==> config.mk <==
export PLATFORM = sky130hd
export DESIGN_NAME = fifo_irq_unit
export DESIGN_NICKNAME = d
export VERILOG_FILES = /design/src/rtl/fiu_pkg.sv /design/src/rtl/fiu_fifo.sv /design/src/rtl/fiu_irq.sv /design/src/rtl/fifo_irq_unit.sv
export SDC_FILE = /design/constraint.sdc
export NUM_CORES = 2
export LEC_CHECK = 0
export BUFFER_PORTS_ARGS = -buffer_cell sky130_fd_sc_hd__buf_2
export CAP_MARGIN = 0
export CORE_MARGIN = 1.5
export CORE_UTILIZATION = 50
export CTS_BUF_LIST = sky130_fd_sc_hd__clkbuf_2 sky130_fd_sc_hd__clkbuf_4 sky130_fd_sc_hd__clkbuf_8
export CTS_CLUSTER_SIZE = 28
export DETAILED_ROUTE_END_ITERATION = 7
export GPL_ROUTABILITY_DRIVEN = 0
export PLACE_DENSITY = 0.66
export SLEW_MARGIN = 30
export SYNTH_ARGS = -nofsm -noshare
export SYNTH_HDL_FRONTEND = slang
export SYNTH_HIERARCHICAL = 1
export SYNTH_SLANG_ARGS = --single-unit
==> constraint.sdc <==
create_clock -name clk -period 3.8 [get_ports clk]
set_input_delay 0.19 -clock clk [delete_from_list [all_inputs] [get_ports clk]]
set_output_delay 0.19 -clock clk [all_outputs]
set_load 0.01 [all_outputs]
==> src/rtl/fiu_pkg.sv <==
package fiu_pkg;

    typedef enum logic [3:0] {
        A_TXDATA = 4'd0,
        A_RXDATA = 4'd1,
        A_TXLVL  = 4'd2,
        A_RXLVL  = 4'd3,
        A_TXTHR  = 4'd4,
        A_RXTHR  = 4'd5,
        A_STATUS = 4'd6,
        A_MASK   = 4'd7,
        A_MSTAT  = 4'd8,
        A_RAW    = 4'd9,
        A_CLEAR  = 4'd10
    } reg_addr_e;

    localparam int EVW     = 8;
    localparam int EV_TXE  = 0;
    localparam int EV_TXO  = 1;
    localparam int EV_RXU  = 2;
    localparam int EV_RXO  = 3;
    localparam int EV_RXT  = 4;
    localparam int EV_SEL  = 6;

    localparam int CLR_ALL = 0;
    localparam int CLR_RXU = 1;
    localparam int CLR_RXO = 2;
    localparam int CLR_TXO = 3;

    localparam logic [EVW-1:0] STICKY_SET =
        (EVW'(1) << EV_TXO) | (EVW'(1) << EV_RXU) |
        (EVW'(1) << EV_RXO) | (EVW'(1) << EV_SEL);

endpackage

==> src/rtl/fiu_fifo.sv <==
module fiu_fifo #(
    parameter int DEPTH = 32,
    parameter int DW    = 16,
    localparam int PW   = $clog2(DEPTH),
    localparam int LW   = $clog2(DEPTH + 1)
) (
    input  logic          clk,
    input  logic          rst_n,
    input  logic          push,
    input  logic [DW-1:0] push_data,
    input  logic          pop,
    output logic [DW-1:0] head_data,
    output logic [LW-1:0] level,
    output logic          full,
    output logic          empty
);

    typedef struct packed {
        logic [DEPTH-1:0][DW-1:0] mem;
        logic [PW-1:0]            wr;
        logic [PW-1:0]            rd;
        logic [LW-1:0]            cnt;
    } fifo_st_t;

    fifo_st_t st_d, st_q;
    logic     do_push, do_pop;

    always_comb begin
        st_d    = st_q;
        do_push = push && (st_q.cnt != LW'(DEPTH));
        do_pop  = pop && (st_q.cnt != '0);
        if (do_push) begin
            st_d.mem[st_q.wr] = push_data;
            st_d.wr           = st_q.wr + PW'(1);
        end
        if (do_pop) begin
            st_d.rd = st_q.rd + PW'(1);
        end
        st_d.cnt = st_q.cnt + LW'(do_push) - LW'(do_pop);
    end

    always_ff @(posedge clk or negedge rst_n) begin
        if (!rst_n) st_q <= '0;
        else        st_q <= st_d;
    end

    assign level     = st_q.cnt;
    assign full      = (st_q.cnt == LW'(DEPTH));
    assign empty     = (st_q.cnt == '0);
    assign head_data = empty ? '0 : st_q.mem[st_q.rd];

    AST_LEVEL_BOUND: assert property (@(posedge clk) disable iff (!rst_n)
        level <= LW'(DEPTH));
    AST_FULL_DROP: assert property (@(posedge clk) disable iff (!rst_n)
        (push && full && !pop) |=> (level == LW'(DEPTH)));
    AST_EMPTY_ZERO: assert property (@(posedge clk) disable iff (!rst_n)
        (pop && empty) |-> (head_data == '0));

endmodule

==> src/rtl/fiu_irq.sv <==
module fiu_irq
    import fiu_pkg::*;
(
    input  logic           clk,
    input  logic           rst_n,
    input  logic           ev_txo,
    input  logic           ev_rxu,
    input  logic           ev_rxo,
    input  logic           ev_sel,
    input  logic           lv_txe,
    input  logic           lv_rxt,
    input  logic           mask_wr,
    input  logic [EVW-1:0] mask_wdata,
    input  logic           clr_wr,
    input  logic [3:0]     clr_wdata,
    output logic [EVW-1:0] raw,
    output logic [EVW-1:0] mask,
    output logic [EVW-1:0] masked,
    output logic           irq
);

    typedef struct packed {
        logic [EVW-1:0] sticky;
        logic [EVW-1:0] mask;
    } irq_st_t;

    irq_st_t        st_d, st_q;
    logic [EVW-1:0] clr_vec, set_vec;

    always_comb begin
        st_d    = st_q;
        clr_vec = '0;
        set_vec = '0;
        if (clr_wr) begin
            if (clr_wdata[CLR_ALL]) clr_vec = STICKY_SET;
            if (clr_wdata[CLR_RXU]) clr_vec[EV_RXU] = 1'b1;
            if (clr_wdata[CLR_RXO]) clr_vec[EV_RXO] = 1'b1;
            if (clr_wdata[CLR_TXO]) clr_vec[EV_TXO] = 1'b1;
        end
        set_vec[EV_TXO] = ev_txo;
        set_vec[EV_RXU] = ev_rxu;
        set_vec[EV_RXO] = ev_rxo;
        set_vec[EV_SEL] = ev_sel;
        st_d.sticky = (st_q.sticky & ~clr_vec) | set_vec;
        if (mask_wr) st_d.mask = mask_wdata;
    end

    always_ff @(posedge clk or negedge rst_n) begin
        if (!rst_n) st_q <= '0;
        else        st_q <= st_d;
    end

    always_comb begin
        raw         = st_q.sticky;
        raw[EV_TXE] = lv_txe;
        raw[EV_RXT] = lv_rxt;
    end

    assign mask   = st_q.mask;
    assign masked = raw & st_q.mask;
    assign irq    = |masked;

    AST_TXO_SETS: assert property (@(posedge clk) disable iff (!rst_n)
        ev_txo |=> raw[EV_TXO]);
    AST_RXO_SETS: assert property (@(posedge clk) disable iff (!rst_n)
        ev_rxo |=> raw[EV_RXO]);
    AST_STICKY_HOLD: assert property (@(posedge clk) disable iff (!rst_n)
        (raw[EV_TXO] && !clr_wr) |=> raw[EV_TXO]);
    AST_SEL_SETS: assert property (@(posedge clk) disable iff (!rst_n)
        ev_sel |=> raw[EV_SEL]);
    AST_NO_MASK_NO_IRQ: assert property (@(posedge clk) disable iff (!rst_n)
        (mask == '0) |-> !irq);

endmodule

==> src/rtl/fifo_irq_unit.sv <==
module fifo_irq_unit
    import fiu_pkg::*;
#(
    parameter int DEPTH = 32,
    parameter int DW    = 16,
    localparam int LW   = $clog2(DEPTH + 1)
) (
    input  logic          clk,
    input  logic          rst_n,
    input  logic          enable,
    input  logic          reg_wr,
    input  logic          reg_rd,
    input  logic [3:0]    reg_addr,
    input  logic [DW-1:0] reg_wdata,
    output logic [DW-1:0] reg_rdata,
    input  logic          eng_tx_pop,
    output logic [DW-1:0] eng_tx_data,
    input  logic          eng_rx_push,
    input  logic [DW-1:0] eng_rx_data,
    input  logic          eng_busy,
    input  logic          eng_tgt_busy,
    input  logic          eng_sel_inactive,
    output logic          irq
);

    typedef struct packed {
        logic [LW-1:0] tx_thr;
        logic [LW-1:0] rx_thr;
    } thr_st_t;

    thr_st_t        st_d, st_q;
    logic           tx_push, rx_pop;
    logic [LW-1:0]  tx_level, rx_level;
    logic           tx_full, tx_empty, rx_full, rx_empty;
    logic [DW-1:0]  rx_head;
    logic [EVW-1:0] raw, mask, masked;
    logic [5:0]     status;

    assign tx_push = reg_wr && (reg_addr == A_TXDATA);
    assign rx_pop  = reg_rd && (reg_addr == A_RXDATA);

    fiu_fifo #(.DEPTH(DEPTH), .DW(DW)) tx_fifo_i (
        .clk(clk), .rst_n(rst_n),
        .push(tx_push), .push_data(reg_wdata),
        .pop(eng_tx_pop), .head_data(eng_tx_data),
        .level(tx_level), .full(tx_full), .empty(tx_empty)
    );

    fiu_fifo #(.DEPTH(DEPTH), .DW(DW)) rx_fifo_i (
        .clk(clk), .rst_n(rst_n),
        .push(eng_rx_push), .push_data(eng_rx_data),
        .pop(rx_pop), .head_data(rx_head),
        .level(rx_level), .full(rx_full), .empty(rx_empty)
    );

    fiu_irq irq_i (
        .clk(clk), .rst_n(rst_n),
        .ev_txo(tx_push && tx_full),
        .ev_rxu(rx_pop && rx_empty),
        .ev_rxo(eng_rx_push && rx_full),
        .ev_sel(eng_sel_inactive),
        .lv_txe(tx_level <= st_q.tx_thr),
        .lv_rxt(rx_level > st_q.rx_thr),
        .mask_wr(reg_wr && (reg_addr == A_MASK)),
        .mask_wdata(reg_wdata[EVW-1:0]),
        .clr_wr(reg_wr && (reg_addr == A_CLEAR)),
        .clr_wdata(reg_wdata[3:0]),
        .raw(raw), .mask(mask), .masked(masked),
        .irq(irq)
    );

    always_comb begin
        st_d = st_q;
        if (reg_wr && !enable) begin
            if (reg_addr == A_TXTHR) st_d.tx_thr = reg_wdata[LW-1:0];
            if (reg_addr == A_RXTHR) st_d.rx_thr = reg_wdata[LW-1:0];
        end
    end

    always_ff @(posedge clk or negedge rst_n) begin
        if (!rst_n) st_q <= '0;
        else        st_q <= st_d;
    end

    assign status = {eng_tgt_busy, rx_full, rx_empty, tx_empty, tx_full, eng_busy};

    always_comb begin
        case (reg_addr)
            A_RXDATA: reg_rdata = rx_head;
            A_TXLVL:  reg_rdata = DW'(tx_level);
            A_RXLVL:  reg_rdata = DW'(rx_level);
            A_TXTHR:  reg_rdata = DW'(st_q.tx_thr);
            A_RXTHR:  reg_rdata = DW'(st_q.rx_thr);
            A_STATUS: reg_rdata = DW'(status);
            A_MASK:   reg_rdata = DW'(mask);
            A_MSTAT:  reg_rdata = DW'(masked);
            A_RAW:    reg_rdata = DW'(raw);
            default:  reg_rdata = '0;
        endcase
    end

    AST_THR_LOCK: assert property (@(posedge clk) disable iff (!rst_n)
        enable |=> ($stable(st_q.tx_thr) && $stable(st_q.rx_thr)));
    AST_RXT_LIVE: assert property (@(posedge clk) disable iff (!rst_n)
        (rx_level == '0) |-> !raw[EV_RXT]);
    AST_TXE_LIVE: assert property (@(posedge clk) disable iff (!rst_n)
        tx_empty |-> raw[EV_TXE]);

endmodule

# Word level (Yosys, flattened, before mapping)
# Cells that the tools add are included.
# totals
register_bits	1084
inputBits	46
wordCells	149
# classes
addsub	8
n_lt_le_gt_ge	8
eq_ne	14
n_mux	18
n_bitwise	4
reduce_logical	23
# op_table
operator	count
$bwmux W512	2
$bmux W16 S5	2
$demux W16 S5	2
$pmux W16 S9	1
$mux W16	6
$lt A5 B6 Y1 const B	4
$add A5 B1 Y5 const B	4
$and A8 B8 Y8	2
$eq A4 B3 Y1 const B	4
$logic_and A1 B1 Y1	14
$mux W7	2
$add A6 B1 Y6	2
$eq A4 B4 Y1 const B	3
$eq A6 B6 Y1 const B	2
$logic_not A6 Y1	2
$ne A6 B6 Y1 const B	2
$reduce_bool A6 Y1	2
$sub A6 B1 Y6	2
$ge A5 B1 Y1 const B	2
$eq A4 B2 Y1 const B	2
$not A7 Y8	1
$or A8 B7 Y8	1
$reduce_or A8 Y1	1
$gt A6 B6 Y1	1
6 further kinds	9

# Depth between registers and ports, before layout
# depth
depth_word	6
ltp_mapped	15

# By module
# Netlist, hierarchy kept.
# modules_own_cells
mod	n_inst	cells_each	area_each_um2	seq_area_each_um2
fiu_fifo (tx_fifo_i)	1	1580	24425.9	13212.7
fiu_fifo (rx_fifo_i)	1	1579	24398.4	13212.7
fifo_irq_unit	1	178	1547.7	300.3
fiu_irq	1	45	559.3	300.3

# Worst setup path after synthesis
# No wires, ideal clock.
# synth_path
path_kind	register to register
startpoint	register rx_fifo_i.st_q (netlist bit rx_fifo_i/level[4])
endpoint	register rx_fifo_i.st_q (netlist bit rx_fifo_i/level[5])
setup_ns	0.140
arrival_time_ns	2.633
slack_ns	1.028
stages_incl_launch_ff	14
cell_sequence	dfrtp_1 -> inv_1 -> ha_1 -> nor4bb_1 -> clkbuf_1 -> nor2b_1 -> clkbuf_1 -> ha_1 -> inv_1 -> ha_1 -> a21o_1 -> a21o_1 -> a2111oi_0 -> a311oi_1
# synth_lines
element	line_no	text
start: declaration	fiu_fifo.sv:25	fifo_st_t st_d, st_q;
start signal: assignment	fiu_fifo.sv:44	else st_q <= st_d;

# Worst setup path in the final report
# layout_path
startpoint	register rx_fifo_i/st_q[6] in the netlist's numbering
endpoint	output reg_rdata[3]
# layout_between
elab_chain_len	4
# layout_lines
element	line_no	text
$bmux W16 S5	fiu_fifo.sv:50	assign head_data = empty ? '0 : st_q.mem[st_q.rd];
$mux W16 (not written as such)	fiu_fifo.sv:50	
$mux W16	fiu_fifo.sv:50	
named net rx_head[3]	fifo_irq_unit.sv:35	logic [DW-1:0] rx_head;
$pmux W16 S9	fifo_irq_unit.sv:88	case (reg_addr)
end: declaration	fifo_irq_unit.sv:15	output logic [DW-1:0] reg_rdata,
# The timed path passes the listed nets, and every way through them passes these cells. The select of a mux whose other input is x is not followed.

==> results <==
- The setup slack after layout is 28.6 ps.
- The I/O pin count is between 70 and 80.
- Traced cell by cell, the critical path runs through buf_12, buf_8, mux4_2, a22o_4, a2111oi_4, a211oi_1, buf_4, nand3b_1, a21oi_1, a21oi_1, o21ai_1, buf_2.
- The number of endpoints failing setup at the final stage is 0.
- The number of cells in the finished layout apart from fillers is 5002.
- In this run the tool buffered the top-level ports with approximately 80 buffer cells.
- The first global-routing pass estimated 202 mm of wire.
- The initial antenna violation count came to 4.
- The classification of the worst-slack hold path is primary input to asynchronous set/reset pin.
- Summed over all nets, the switching power comes to 0.0125 W.
- Adding up every negative setup slack in the final design gives 0 ps.
- The maximum number of pins on one net before global-route repair is around 140.
- The remaining antenna violation count after routing is 0.
- The via count of the first global-routing pass is around 33k.
- The utilization of the core after routing is 0.570.
- The first routing iteration left slightly above 2k violations.
- The average footprint of a synthesized cell is about 15 sq um.
- The most numerous cell type found on the critical path is sky130_fd_sc_hd__a21oi_1.
- The later pin in the worst-skew pair is clocked with a latency of 840 ps.
- The initial core utilization is 0.506.
- The share of total power dissipated in the clock network is 0.281.
- The worst setup path is of the flop to output port kind.
- The die covers between 0.1 and 0.15 sq mm.
- The leading cell type in the layout, fill and taps excluded is sky130_fd_sc_hd__dfrtp_1.
- Of the available clock period, the critical path in the final layout requires 0.992.
- The gate count of the mapped netlist is 3382.
- After legalization and detailed placement, the total HPWL measured about 82 mm.
- The floorplan has between 100 and 150 rows.
- In this run, CTS created clock tree buffers numbering 181.
- Setup repair after global routing could not meet its margin everywhere.
- For this run, the total global-route usage over all layers was measured as 0.257.
- The count of distinct cell types in the synthesized netlist is 69.
- For this design, the sink count on the clock tree is 1080.
- The core region is 0.101 sq mm.
- Once layout is done, the placed cells without fillers occupy around 0.057 sq mm.
- The reported max-cap violation count is 0.
- The final-stage net count is ~3.6k.
- The fraction of layout instances using a drive strength above 1 is 0.520.
- The number of cells in the design after placement is between 4k and 5k.
- The power density normalized to cell area is between 600 and 700 mW/mm^2.
- The number of H-tree levels is 4.
- Summed over all layers, the global routing overflow is 0.
- The worst setup path is captured at an output port.
- For this run, the detailed router's first-pass iteration total came to 5.
- The data arrival time of the worst path is between 3000 and 4000 ps.
- After detailed routing, the number of vias per cell comes to slightly above 6.
- The slew at the pin with the worst max-slew slack is ~1100 ps.
- TritonCTS built the clock tree.
- Of all nets on the critical path, the largest fanout is 11.
- The synthesized design contains 0 enable-type register cells.
- Derived from the worst setup path, the maximum achievable clock frequency is roughly 270 MHz.
- The flow ran to the end, and the final reports show no timing, DRC or antenna violations.
- In the final routed layout, each cell accounts on average for 26.2 microns.
- For this run, design rule violations remaining after detail routing come to 0.
- The detailed-route via count is between 30k and 40k.
- The analysis attributes to cell leakage a power of ~27 nW.
- Measured along the y axis, the die boundary spans about 320 microns.
- On the critical path, the stage with the largest delay is an instance of sky130_fd_sc_hd__mux4_2.
- The instance area at placement is 0.0525 sq mm.
- The number of max-slew violations in the final report is 0.
- The maximum cell stage delay along the critical path is roughly 520 ps.
- The root buffer selected by CTS is sky130_fd_sc_hd__clkbuf_8.
- Prior to clock tree synthesis, the placed netlist has a worst setup slack of approximately 440 ps.
- The final number of hold-violating endpoints came to 0.
- The share of total power dissipated in combinational logic is 0.311.
- The tightest slew margin relative to the limit is 0.277.
- The clock transition at the registers of the reported paths is roughly 60 ps.
- STA puts the critical path data required time at approximately 3600 ps.
- The startpoint type of the worst setup path is a flop.
- The Yosys step of the flow raised 6 warnings.
- The sum of routed wire length over all layers is 131 mm.
- In the layout the commonest cells are sky130_fd_sc_hd__dfrtp_1, sky130_fd_sc_hd__mux2_2, sky130_fd_sc_hd__clkbuf_8, sky130_fd_sc_hd__mux4_2, sky130_fd_sc_hd__mux2i_1.
- The share of the Yosys chip area taken by registers is 0.531.
- Among all flip-flop cells after synthesis, the most frequent one is sky130_fd_sc_hd__dfrtp_1.
- Across the VDD grid, the largest voltage drop is 0.420 mV.
- The fraction of synthesis flops using an asynchronous set or reset pin is 1.00.
- Counting along the longest clock path gives a buffer depth of 3.
- Synthesis inferred 1080 register bits.
- Of the total power, registers draw 0.408.
- Between clock sinks in the finished design, the worst skew comes to roughly 36 ps.
- Of the total power, the share spent switching nets is 0.316.
- The synthesized netlist occupies a cell area of 0.0509 sq mm.
- The internal portion of the total power is between 0.02 and 0.03 W.
- Relative to the synthesized area, the layout overhead comes to 12.6%.
- The smallest clock period supported by the final layout is computed as between 3000 and 4000 ps.
- The chip width is between 300 and 400 microns.
power by group through the flow:
stage | logic, W | registers (W) | clock network (W)
after floorplan | 0.00915 | 0.0154 | 0
after global placement | 0.0113 | 0.0162 | 0
after detailed placement | 0.0116 | 0.0164 | 0
after CTS | 0.0122 | 0.0161 | 0.0114
after global routing | 0.0132 | 0.0164 | 0.0119
final | 0.0123 | 0.0162 | 0.0111
stage by stage:
stage / hold WS, ps / power [W]
6_report: 77.1 / 0.0396
3_5_place_dp: 221 / 0.0280
5_1_grt: 35.8 / 0.0415
3_3_place_gp: 209 / 0.0274
4_1_cts: 5.41 / 0.0397
2_1_floorplan: -106 / 0.0245
final timing paths:
path | start | endpoint | slack, ps | cells after the start
max in group asynchronous | rst_n | rx_fifo_i/st_q[396]$_DFFE_PN0P_ | 2790 | 4
min in group clk | reg_wdata[0] | irq_i/raw[2]$_DFF_PN0_ | 120 | 3
hold / removal | rst_n | rx_fifo_i/st_q[432]$_DFFE_PN0P_ | 80 | 3
setup / recovery | rx_fifo_i/st_q[6]$_DFFE_PN0P_ | reg_rdata[3] | 30 | 12
hold reg to reg | rx_fifo_i/st_q[381]$_DFFE_PN0P_ | rx_fifo_i/st_q[381]$_DFFE_PN0P_ | 480 | 1
setup reg to reg | tx_fifo_i/level[3]$_DFF_PN0_ | tx_fifo_i/level[5]$_DFF_PN0_ | 570 | 12
area by class of cell:
class                           instances  area, sq um
Antenna cell                            4         10.0
Clock buffer                          311         3850
Clock inverter                         22          164
Fill cell                            7811        43200
Inverter                               44          165
Multi-Input combinational cell       1935        22300
Sequential cell                      1080        27000
Tap cell                             1357         1700
Timing Repair Buffer                  249         2130
registers in the layout (all words and copies together) (netlist names):
register and cells:
tx_fifo_i/st_q 522, rx_fifo_i/level 6, rx_fifo_i/st_q 522, tx_fifo_i/level 6
irq_i/mask 8, irq_i/raw 4, st_q 12
Yosys cell counts (all sizes together) (18+ instances only):
cell,count,area [sq um]
dfrtp,1080,27000
mux2,1052,11900
mux4,194,4370
buf,177,1150
clkbuf,149,559
mux2i,140,1400
nand2,69,362
inv,44,165
a21oi,40,200
a22o,40,350
ha,40,500
a22oi,35,263
a2111oi,32,449
o22ai,32,200
o221ai,31,272
a211oi,30,225
nor2b,24,150
nor2,18,75.1
timing repair:
item	4_1_cts	5_1_grt
gates cloned	1	0
buffers inserted	11	10
endpoints found under the hold margin	1120	0
pin swaps	6	1
resized for setup	30	8
setup endpoints to repair	18	19
hold buffers	37	0
logic make-up after synthesis:
family | Yosys count | share of synthesized area
adder cells (fa/ha/maj) | 42 | 0.0106
other | 1 | 0.0000736
flip-flops | 1080 | 0.531
AND/OR/NAND/NOR | 200 | 0.0262
multiplexers | 1386 | 0.348
XOR/XNOR | 20 | 0.00344
buffers and inverters | 370 | 0.0369
AO/OA/AOI/OAI | 283 | 0.0447
metal layers:
layer	up-vias	track usage	wire length, microns
met5	-	0	14
met4	2	0.0821	3510
met3	239	0.0547	8190
met2	924	0.395	60600
met1	16500	0.367	59000
li1	12800	-	-
worst max-delay path: cells and delay by family, from the launching register on:
| kind | cells | cell delay [ps] |
|---|---|---|
| buf+inv | 4 | 670 |
| mux | 1 | 520 |
| flops | 1 | 430 |
| simple gates | 1 | 100 |
| compound gates | 6 | 990 |
Power figures use the tool's default switching activity.
